## src/rtl/sar_pacer_pkg.sv

```systemverilog
package sar_pacer_pkg;

    typedef enum logic [1:0] {
        SEQ_IDLE = 2'd0,
        SEQ_RUN  = 2'd1,
        SEQ_TAIL = 2'd2
    } seq_state_t;

    // Smallest period that still leaves one serial clock period of idle time
    // between frames: frame (2*total+1)*half, then an idle gap of 2*half.
    function automatic int unsigned min_period(int unsigned total, int unsigned half);
        return (2 * total + 3) * half + 2;
    endfunction

endpackage

```

## src/rtl/sar_rate_timer.sv

```systemverilog
module sar_rate_timer #(
    parameter int unsigned FAST_PERIOD = 125000,
    parameter int unsigned SLOW_PERIOD = 488281,
    parameter int unsigned CNT_W       = 19
) (
    input  logic clk,
    input  logic rst,
    input  logic rate_sel,
    output logic start
);
    localparam logic [CNT_W-1:0] FAST_LAST = CNT_W'(FAST_PERIOD - 1);
    localparam logic [CNT_W-1:0] SLOW_LAST = CNT_W'(SLOW_PERIOD - 1);

    logic [CNT_W-1:0] cnt;
    logic [CNT_W-1:0] last;

    assign start = (cnt == last);

    // The period for the next interval is chosen at the edge that starts a frame.
    always_ff @(posedge clk) begin
        if (rst) begin
            cnt  <= '0;
            last <= SLOW_LAST;
        end else if (start) begin
            cnt  <= '0;
            last <= rate_sel ? FAST_LAST : SLOW_LAST;
        end else begin
            cnt  <= cnt + 1'b1;
        end
    end
endmodule

```

## src/rtl/sar_sclk_gen.sv

```systemverilog
module sar_sclk_gen #(
    parameter int unsigned HALF_DIV = 25,
    parameter int unsigned HW       = 5
) (
    input  logic clk,
    input  logic rst,
    input  logic run,
    output logic ser_clk,
    output logic tick_rise,
    output logic tick_fall
);
    localparam logic [HW-1:0] HALF_LAST = HW'(HALF_DIV - 1);

    logic [HW-1:0] half;
    logic          term;

    assign term      = run && (half == HALF_LAST);
    assign tick_rise = term && !ser_clk;
    assign tick_fall = term && ser_clk;

    always_ff @(posedge clk) begin
        if (rst || !run) begin
            half    <= '0;
            ser_clk <= 1'b1;
        end else if (term) begin
            half    <= '0;
            ser_clk <= ~ser_clk;
        end else begin
            half    <= half + 1'b1;
        end
    end
endmodule

```

## src/rtl/sar_capture.sv

```systemverilog
module sar_capture #(
    parameter int unsigned DATA_W = 16
) (
    input  logic              clk,
    input  logic              rst,
    input  logic              clear,
    input  logic              shift_en,
    input  logic              ser_in,
    output logic [DATA_W-1:0] word
);
    always_ff @(posedge clk) begin
        if (rst || clear) begin
            word <= '0;
        end else if (shift_en) begin
            word <= {word[DATA_W-2:0], ser_in};
        end
    end
endmodule

```

## src/rtl/sar_pacer.sv

```systemverilog
module sar_pacer
    import sar_pacer_pkg::*;
#(
    parameter int unsigned DATA_W      = 16,
    parameter int unsigned LEAD_CLKS   = 6,
    parameter int unsigned HALF_DIV    = 25,
    parameter int unsigned FAST_PERIOD = 125000,
    parameter int unsigned SLOW_PERIOD = 488281
) (
    input  logic              clk,
    input  logic              rst,
    input  logic              rate_sel,
    input  logic              ser_in,
    output logic              cs_n,
    output logic              ser_clk,
    output logic              sample_valid,
    output logic [DATA_W-1:0] sample_data
);
    localparam int unsigned TOTAL  = LEAD_CLKS + DATA_W;
    localparam int unsigned EW     = $clog2(TOTAL + 1);
    localparam int unsigned HW     = $clog2(HALF_DIV + 1);
    localparam int unsigned MAXP   = (FAST_PERIOD > SLOW_PERIOD) ? FAST_PERIOD : SLOW_PERIOD;
    localparam int unsigned CNT_W  = $clog2(MAXP + 1);
    localparam int unsigned MINP   = min_period(TOTAL, HALF_DIV);
    localparam logic [EW-1:0] EDGE_LAST = EW'(TOTAL - 1);
    localparam logic [EW-1:0] LEAD_E    = EW'(LEAD_CLKS);
    localparam logic [HW-1:0] TAIL_LAST = HW'(HALF_DIV - 1);

    seq_state_t        state;
    logic              run;
    logic [EW-1:0]     edge_cnt;
    logic [HW-1:0]     tail_cnt;
    logic              start;
    logic              tick_rise;
    logic              tick_fall;
    logic              shift_en;
    logic              clear;
    logic [DATA_W-1:0] word;

    if (FAST_PERIOD < MINP || SLOW_PERIOD < MINP || HALF_DIV < 2) begin : g_bad_params
        initial $display("sar_pacer: period parameters too short for one frame plus gap");
    end

    sar_rate_timer #(
        .FAST_PERIOD(FAST_PERIOD),
        .SLOW_PERIOD(SLOW_PERIOD),
        .CNT_W      (CNT_W)
    ) u_timer (
        .clk     (clk),
        .rst     (rst),
        .rate_sel(rate_sel),
        .start   (start)
    );

    sar_sclk_gen #(
        .HALF_DIV(HALF_DIV),
        .HW      (HW)
    ) u_sclk (
        .clk      (clk),
        .rst      (rst),
        .run      (run),
        .ser_clk  (ser_clk),
        .tick_rise(tick_rise),
        .tick_fall(tick_fall)
    );

    assign clear    = (state == SEQ_IDLE) && start;
    assign shift_en = (state == SEQ_RUN) && tick_rise && (edge_cnt >= LEAD_E);

    sar_capture #(
        .DATA_W(DATA_W)
    ) u_cap (
        .clk     (clk),
        .rst     (rst),
        .clear   (clear),
        .shift_en(shift_en),
        .ser_in  (ser_in),
        .word    (word)
    );

    always_ff @(posedge clk) begin
        if (rst) begin
            state        <= SEQ_IDLE;
            cs_n         <= 1'b1;
            run          <= 1'b0;
            edge_cnt     <= '0;
            tail_cnt     <= '0;
            sample_valid <= 1'b0;
            sample_data  <= '0;
        end else begin
            sample_valid <= 1'b0;
            case (state)
                SEQ_IDLE: begin
                    if (start) begin
                        cs_n     <= 1'b0;
                        run      <= 1'b1;
                        edge_cnt <= '0;
                        state    <= SEQ_RUN;
                    end
                end
                SEQ_RUN: begin
                    if (tick_rise) begin
                        edge_cnt <= edge_cnt + 1'b1;
                        if (edge_cnt == EDGE_LAST) begin
                            run      <= 1'b0;
                            tail_cnt <= '0;
                            state    <= SEQ_TAIL;
                        end
                    end
                end
                SEQ_TAIL: begin
                    tail_cnt <= tail_cnt + 1'b1;
                    if (tail_cnt == TAIL_LAST) begin
                        cs_n         <= 1'b1;
                        sample_valid <= 1'b1;
                        sample_data  <= word;
                        state        <= SEQ_IDLE;
                    end
                end
                default: state <= SEQ_IDLE;
            endcase
        end
    end

    logic unused_fall;
    assign unused_fall = tick_fall;
endmodule

```

## config.mk

```make
export PLATFORM = sky130hd
export DESIGN_NAME = sar_pacer
export DESIGN_NICKNAME = d
export VERILOG_FILES = /design/src/rtl/sar_pacer_pkg.sv /design/src/rtl/sar_rate_timer.sv /design/src/rtl/sar_sclk_gen.sv /design/src/rtl/sar_capture.sv /design/src/rtl/sar_pacer.sv
export SDC_FILE = /design/constraint.sdc
export NUM_CORES = 1
export LEC_CHECK = 0
export BUFFER_PORTS_ARGS = -buffer_cell sky130_fd_sc_hd__buf_2
export CORE_ASPECT_RATIO = 1.2
export CORE_UTILIZATION = 29
export DETAILED_ROUTE_END_ITERATION = 10
export PLACE_DENSITY_LB_ADDON = 0.05
export SYNTH_ARGS = -nofsm -noshare
export SYNTH_HDL_FRONTEND = slang
export SYNTH_SLANG_ARGS = --single-unit
```

## constraint.sdc

```tcl
create_clock -name clk -period 3.4 [get_ports clk]
set_clock_uncertainty 0.05 [all_clocks]
set_input_delay 0.17 -clock clk [delete_from_list [all_inputs] [get_ports clk]]
set_output_delay 0.17 -clock clk [all_outputs]
set_load 0.1 [all_outputs]
```

After elaboration in Yosys (flattened, before gate mapping)
Cells that the tools add are included.
Widths: inputs -> output; s select.
- bitwise logic cells: 2
- reductions and logical operators: 22
- order comparisons: 1
- add/sub/neg operators: 4
- eq/ne operators: 10
- mux-type cells: 20
- operators with widths (operator ; count):
    $mux 5 ; 4
    $pmux 5 s2 ; 2
    $add 19x1->19 const B ; 1
    $eq 19x19->1 ; 1
    $mux 19 ; 1
    $add 5x1->5 const B ; 3
    $eq 5x5->1 const B ; 3
    $reduce_and 3->1 ; 3
    $mux 2 ; 4
    $reduce_and 4->1 ; 2
    $mux 1 ; 6
    $ne 2x2->1 const B ; 3
    $pmux 2 s3 ; 1
    $reduce_bool 2->1 ; 3
    $reduce_or 2->1 ; 3
    $ge 5x3->1 const B ; 1
    $logic_and 1x1->1 ; 5
    $pmux 1 s2 ; 2
    $eq 2x1->1 const B ; 1
    $eq 2x2->1 const B ; 1
    $logic_not 1->1 ; 2
    $logic_not 2->1 ; 1
    $logic_or 1x1->1 ; 2
    $ne 2x1->1 const B ; 1
    2 further kinds ; 3
- logic and storage cells: 71
- input bits: 4
- output and inout port bits: 19
- flip-flop bits (word level): 91

Longest topological paths before layout
- word-level depth: 5
- mapped depth: 8
- depth with buffers taken out: 6

Modules after synthesis
From an unflattened synthesis, not the netlist that was laid out.
- cell total of the unflattened synthesis: 360
- area total of the unflattened synthesis: 3407.0 µm²
- by module, submodules not included (module ; area each (µm²) ; seq. area each (µm²) ; times used ; cells each):
    sar_pacer ; 1493.9 ; 620.6 ; 1 ; 157
    sar_rate_timer ; 1063.5 ; 420.4 ; 1 ; 122
    sar_capture ; 581.8 ; 320.3 ; 1 ; 53
    sar_sclk_gen ; 267.8 ; 120.1 ; 1 ; 28

Worst setup path after synthesis
OpenSTA, ideal clock, no wires.
- path type: reg2reg
- start point: register u_sclk.ser_clk
- end point: register u_cap.word[10]
- data required time: 3.235 ns
- library setup time: 0.115 ns
- clock period less this slack: 2.270 ns
- path buffers: 1
- cell stages (with the launch flop): 6
- arrival: 2.105 ns
- slack: 1.130 ns
- cell sequence: dfxtp_1 -> nand2b_1 -> a2111oi_4 -> buf_8 -> mux2i_1 -> nor2_2
- longest elaborated chain between the ends: 4
- RTL lines (what ; line ; source):
    from (decl) ; sar_sclk_gen.sv:8 ; output logic ser_clk,
    from (signal assigned) ; sar_sclk_gen.sv:27 ; ser_clk <= ~ser_clk;
    $logic_not 1->1 ; sar_sclk_gen.sv:18 ; assign tick_rise = term && !ser_clk;
    $logic_and 1x1->1 ; sar_sclk_gen.sv:18 ;
    $logic_and 1x1->1 (2 in series) ; sar_pacer.sv:68 ; assign shift_en = (state == SEQ_RUN) && tick_rise && (edge_cnt >= LEAD_E);
    to (signal assigned) ; sar_capture.sv:15 ; word <= {word[DATA_W-2:0], ser_in};
    to (decl) ; sar_capture.sv:9 ; output logic [DATA_W-1:0] word
No other way between the ends.
A chain may end at the register's enable or synchronous reset.

Worst setup path in the final report
- start point: register u_timer.cnt[0]
- end point: register u_timer.cnt[3]
- longest elaborated chain between the ends: 2
- elaborated cells between the ends (all ways): 3
- those cells by class: 1 x add/sub; 1 x eq/ne; 1 x reduce/logical
- RTL lines (what ; line ; source):
    from (decl) ; sar_rate_timer.sv:14 ; logic [CNT_W-1:0] cnt;
    from (signal assigned) ; sar_rate_timer.sv:28 ; cnt <= cnt + 1'b1;
    parallel branches: the longest is 2 deep, another holds $add 19x1->19 ; n/a ;
Several ways; the timed one is not identified.

==> impl_metrics.csv <==
group,metric,value,unit
drt,vias,2430,
clock_tree,cts_buffer_depth,2,
timing,relSlewSlack,32.5,%
clock_tree,postCtsSetupRepairBufs,0,
logic_synthesis,synthAdderAreaFrac,3.08,%
drt,first_pass_iters,4,
run_status,status,"finished, final reports clean",
logic_synthesis,synth_ff_type,"dfxtp_1",
timing,setup_viol,0,
logic_synthesis,async_flop_share,0,%
logic_synthesis,synth_xor_area_share,5.11,%
critical_path,crit_path_start_kind,"flop",
floorplanning,die_h,118,um
clock_tree,clk_pin_slew,0.06,ns
drt,wirelength,7.05,mm
clock_tree,cts.sinks,74,
cells_and_area,nets,386,
logic_synthesis,synth_simple_gate_area_share,25.8,%
logic_synthesis,synth_compound_area_share,11.1,%
flow_run,cap_violations,0,
critical_path,critical_path_class,"reg -> reg",
clock_tree,cts_root_buf,"clkbuf_16",
clock_tree,htreeDepth,3,
cells_and_area,synthToLayoutAreaGrowth,14.8,%
logic_synthesis,ys_ff_latch,74,
clock_tree,numCtsBuffers,9,
floorplanning,die_area,11700,um2
place,gp_congestion,0.694,
critical_path,endpoint_kind,"flop",
drt,vias_per_cell,4.77,
place,io_buffer_count,22,
grt,grt_max_degree,33,
logic_synthesis,synth-seq-area-share,45.5,%
timing,fin_crit,2.22,ns
logic_synthesis,synth.distinct_cells,49,
timing,drv_slew,0,
grt,grt_pass1_wl,11.8,mm
drt,drc_errors,0,
critical_path,setup.worst_path.start,"u_timer.cnt[0]$_SDFF_PP0_",
timing,finalHoldViolCount,0,
power,leakage,0.00132,uW
floorplanning,core_region_area,11000,um2
logic_synthesis,synth_fp_nets,362,
clock_tree,cts_resized,0,
cells_and_area,fill_cells,1162,
power,power.share.clock,48.6,%
power,powerDensity,473,nW/um2
floorplanning,fp.dieW,98.7,um
grt,grt_pass1_vias,2383,
cells_and_area,drive_gt1_share,16.7,%
power,p_int,1380,uW
drt,ant_nets,0,
logic_synthesis,synth.area.mux_share,5.69,%
power,power.switching,382,uW
power,fin_total_pwr,1760,uW
logic_synthesis,syn_area,3250,um2
critical_path,cp_max_fo,18,
clock_tree,cts_hold_buf,0,
worst_hold_path,hold_path_class,"in -> reg",
logic_synthesis,ys.warnings.count,0,
grt,track_usage,13.1,%
drt,drtIter0Drc,56,
cells_and_area,multi_input_area,1650,um2
timing,finalCritPeriodShare,65.3,%
critical_path,worstReg2RegStart,"u_timer.cnt[0]$_SDFF_PP0_",
critical_path,required,3.53,ns
critical_path,arrival,2.35,ns
logic_synthesis,synth_cells,350,
power,switching_share,21.6,%
floorplanning,rows,42,
grt,grt-ovfl-total,0,
critical_path,worst-r2r-cell-count,4,
logic_synthesis,avgSynthCellArea,9.30,um2
floorplanning,boundaryPins,23,
cells_and_area,n_antenna_cell,0,
power,peakVddDrop,0.202,mV
logic_synthesis,synth-edff-count,0,
timing,setup_tns,0,ns
logic_synthesis,synth_top_family_by_area,"simple AND/OR/NAND/NOR gates",
worst_hold_path,hold_path_startpoint,"ser_in",
power,seq_power_share,49.5,%
clock_tree,clk_latency,0.33,ns
floorplanning,start_util,29.6,%
clock_tree,cts_tree,"done",
timing,fmax,451,MHz
timing,timing_worst_slew_pin_value,1.01,ns
timing,grt_setup_unrepaired,"false",
cells_and_area,regArea,1480,um2
power,combPwrFrac,2.0,%
worst_hold_path,holdPathStages,3,
place,hpwl,4.77,mm
drt,drt-wirelength-per-cell,13.9,um
grt,antenna_found_initial,0,
[worst max-delay path, cell delays in order (launching register included)]
cell	delay, ns
dfxtp_1	0.37
and3_1	0.35
a22oi_2	0.21
o41ai_4	0.97
nor2_1	0.11
[per-stage QoR]
step	hold WS [ns]	worst slack, ns	std cells	cell area [um2]	utilization, %
floorplan	0.230	1.13	350	3250	-
finish	0.0358	1.18	509	3730	34.0
global placement	0.365	1.16	495	3470	31.6
global route	0.0575	0.969	509	3730	34.0
detailed placement	0.372	1.13	495	3470	31.6
CTS	0.0270	1.15	509	3730	34.0
[layer usage]
metal	part of all wire, %	vias to the layer above	routed length (um)	track usage, %
met4	1.7	0	120	5.88
met1	47	1125	3290	16.1
li1	-	1266	-	-
met5	0	-	0	0
met3	2.7	8	187	3.15
met2	49	31	3450	21.7
[cell usage after synthesis, drive strengths merged, types with 3 or more instances]
master  number  area share [%]
a21oi       29             4.5
and2         4            0.77
and3         7             1.4
and4         3            0.81
buf          8             2.0
clkbuf       5            0.58
dfxtp       74              46
ha           8             3.1
inv          9             1.0
mux2i       17             5.2
nand2       50             5.8
nand2b       4            0.77
nand3       11             1.7
nand4        9             1.7
nor2        42             5.6
nor2b        6             1.2
nor3         3            0.46
nor4         8             1.7
o21ai        6             1.3
o22ai        3            0.58
or3          3            0.58
or4          4             1.0
xnor2        4             1.1
xor2        15             4.0
[sequential cells by signal (all words and copies together), names as in the netlist]
register,count
sample_valid,1
u_timer.last,2
u_sclk.ser_clk,1
edge_cnt,5
u_timer.cnt,19
run,1
cs_n,1
tail_cnt,5
sample_data,16
state,2
u_cap.word,16
u_sclk.half,5
[power groups by stage]
stage | Clock [uW] | Combinational (uW) | Sequential, uW
final | 857 | 34.4 | 873
after global placement | 0 | 35.5 | 892
after CTS | 895 | 35.7 | 873
after floorplan | 0 | 27.1 | 891
after global routing | 921 | 38.4 | 873
after detailed placement | 0 | 35.6 | 892
[worst paths after layout]
check	end	slack (ns)
setup / recovery	u_timer.cnt[3]$_SDFF_PP0_	1.18
hold / removal	u_cap.word[0]$_SDFFE_PP0P_	0.04
setup reg to reg	u_timer.cnt[3]$_SDFF_PP0_	1.18
hold reg to reg	sample_data[8]$_SDFFE_PP0P_	0.40
[cell type report]
| class | count | share of cell area (%) |
|---|---|---|
| sequential | 74 | 39.7 |
| clock buffer | 11 | 6.50 |
| tap | 132 | 4.42 |
| clock inverter | 3 | 0.469 |
| multi-input combinational | 254 | 44.3 |
| timing repair buffer | 26 | 3.75 |
| inverter | 9 | 0.905 |
[cells in the final DEF, fill, tap and decap left out, types with 2 or more instances in the layout]
cell type,netlist,layout
a21oi_1,29,29
and2_1,4,4
and3_1,6,6
and4_1,3,3
buf_2,2,22
buf_4,2,4
clkbuf_16,0,9
clkinv_2,0,2
dfxtp_1,74,74
ha_1,8,8
inv_1,9,9
mux2i_1,17,17
nand2_1,50,50
nand2b_1,4,4
nand3_1,11,11
nand4_1,9,9
nor2_1,32,32
nor2_2,10,10
nor2b_1,6,6
nor3_1,3,3
nor4_1,7,7
o21ai_0,5,5
o22ai_1,3,3
o31ai_1,2,2
o41ai_4,2,2
or3_1,3,3
or4_1,3,3
xnor2_1,4,4
xor2_1,15,15
[logic make-up (layout without fill, tap and decap cells)]
group	after synthesis	count (layout)
xor+xnor	19	19
flops	74	74
fa+ha+maj	8	8
mux	18	18
buf+inv	22	49
compound gates	49	49
simple gates	160	160
Note: power is estimated with default switching activity, not from simulation.
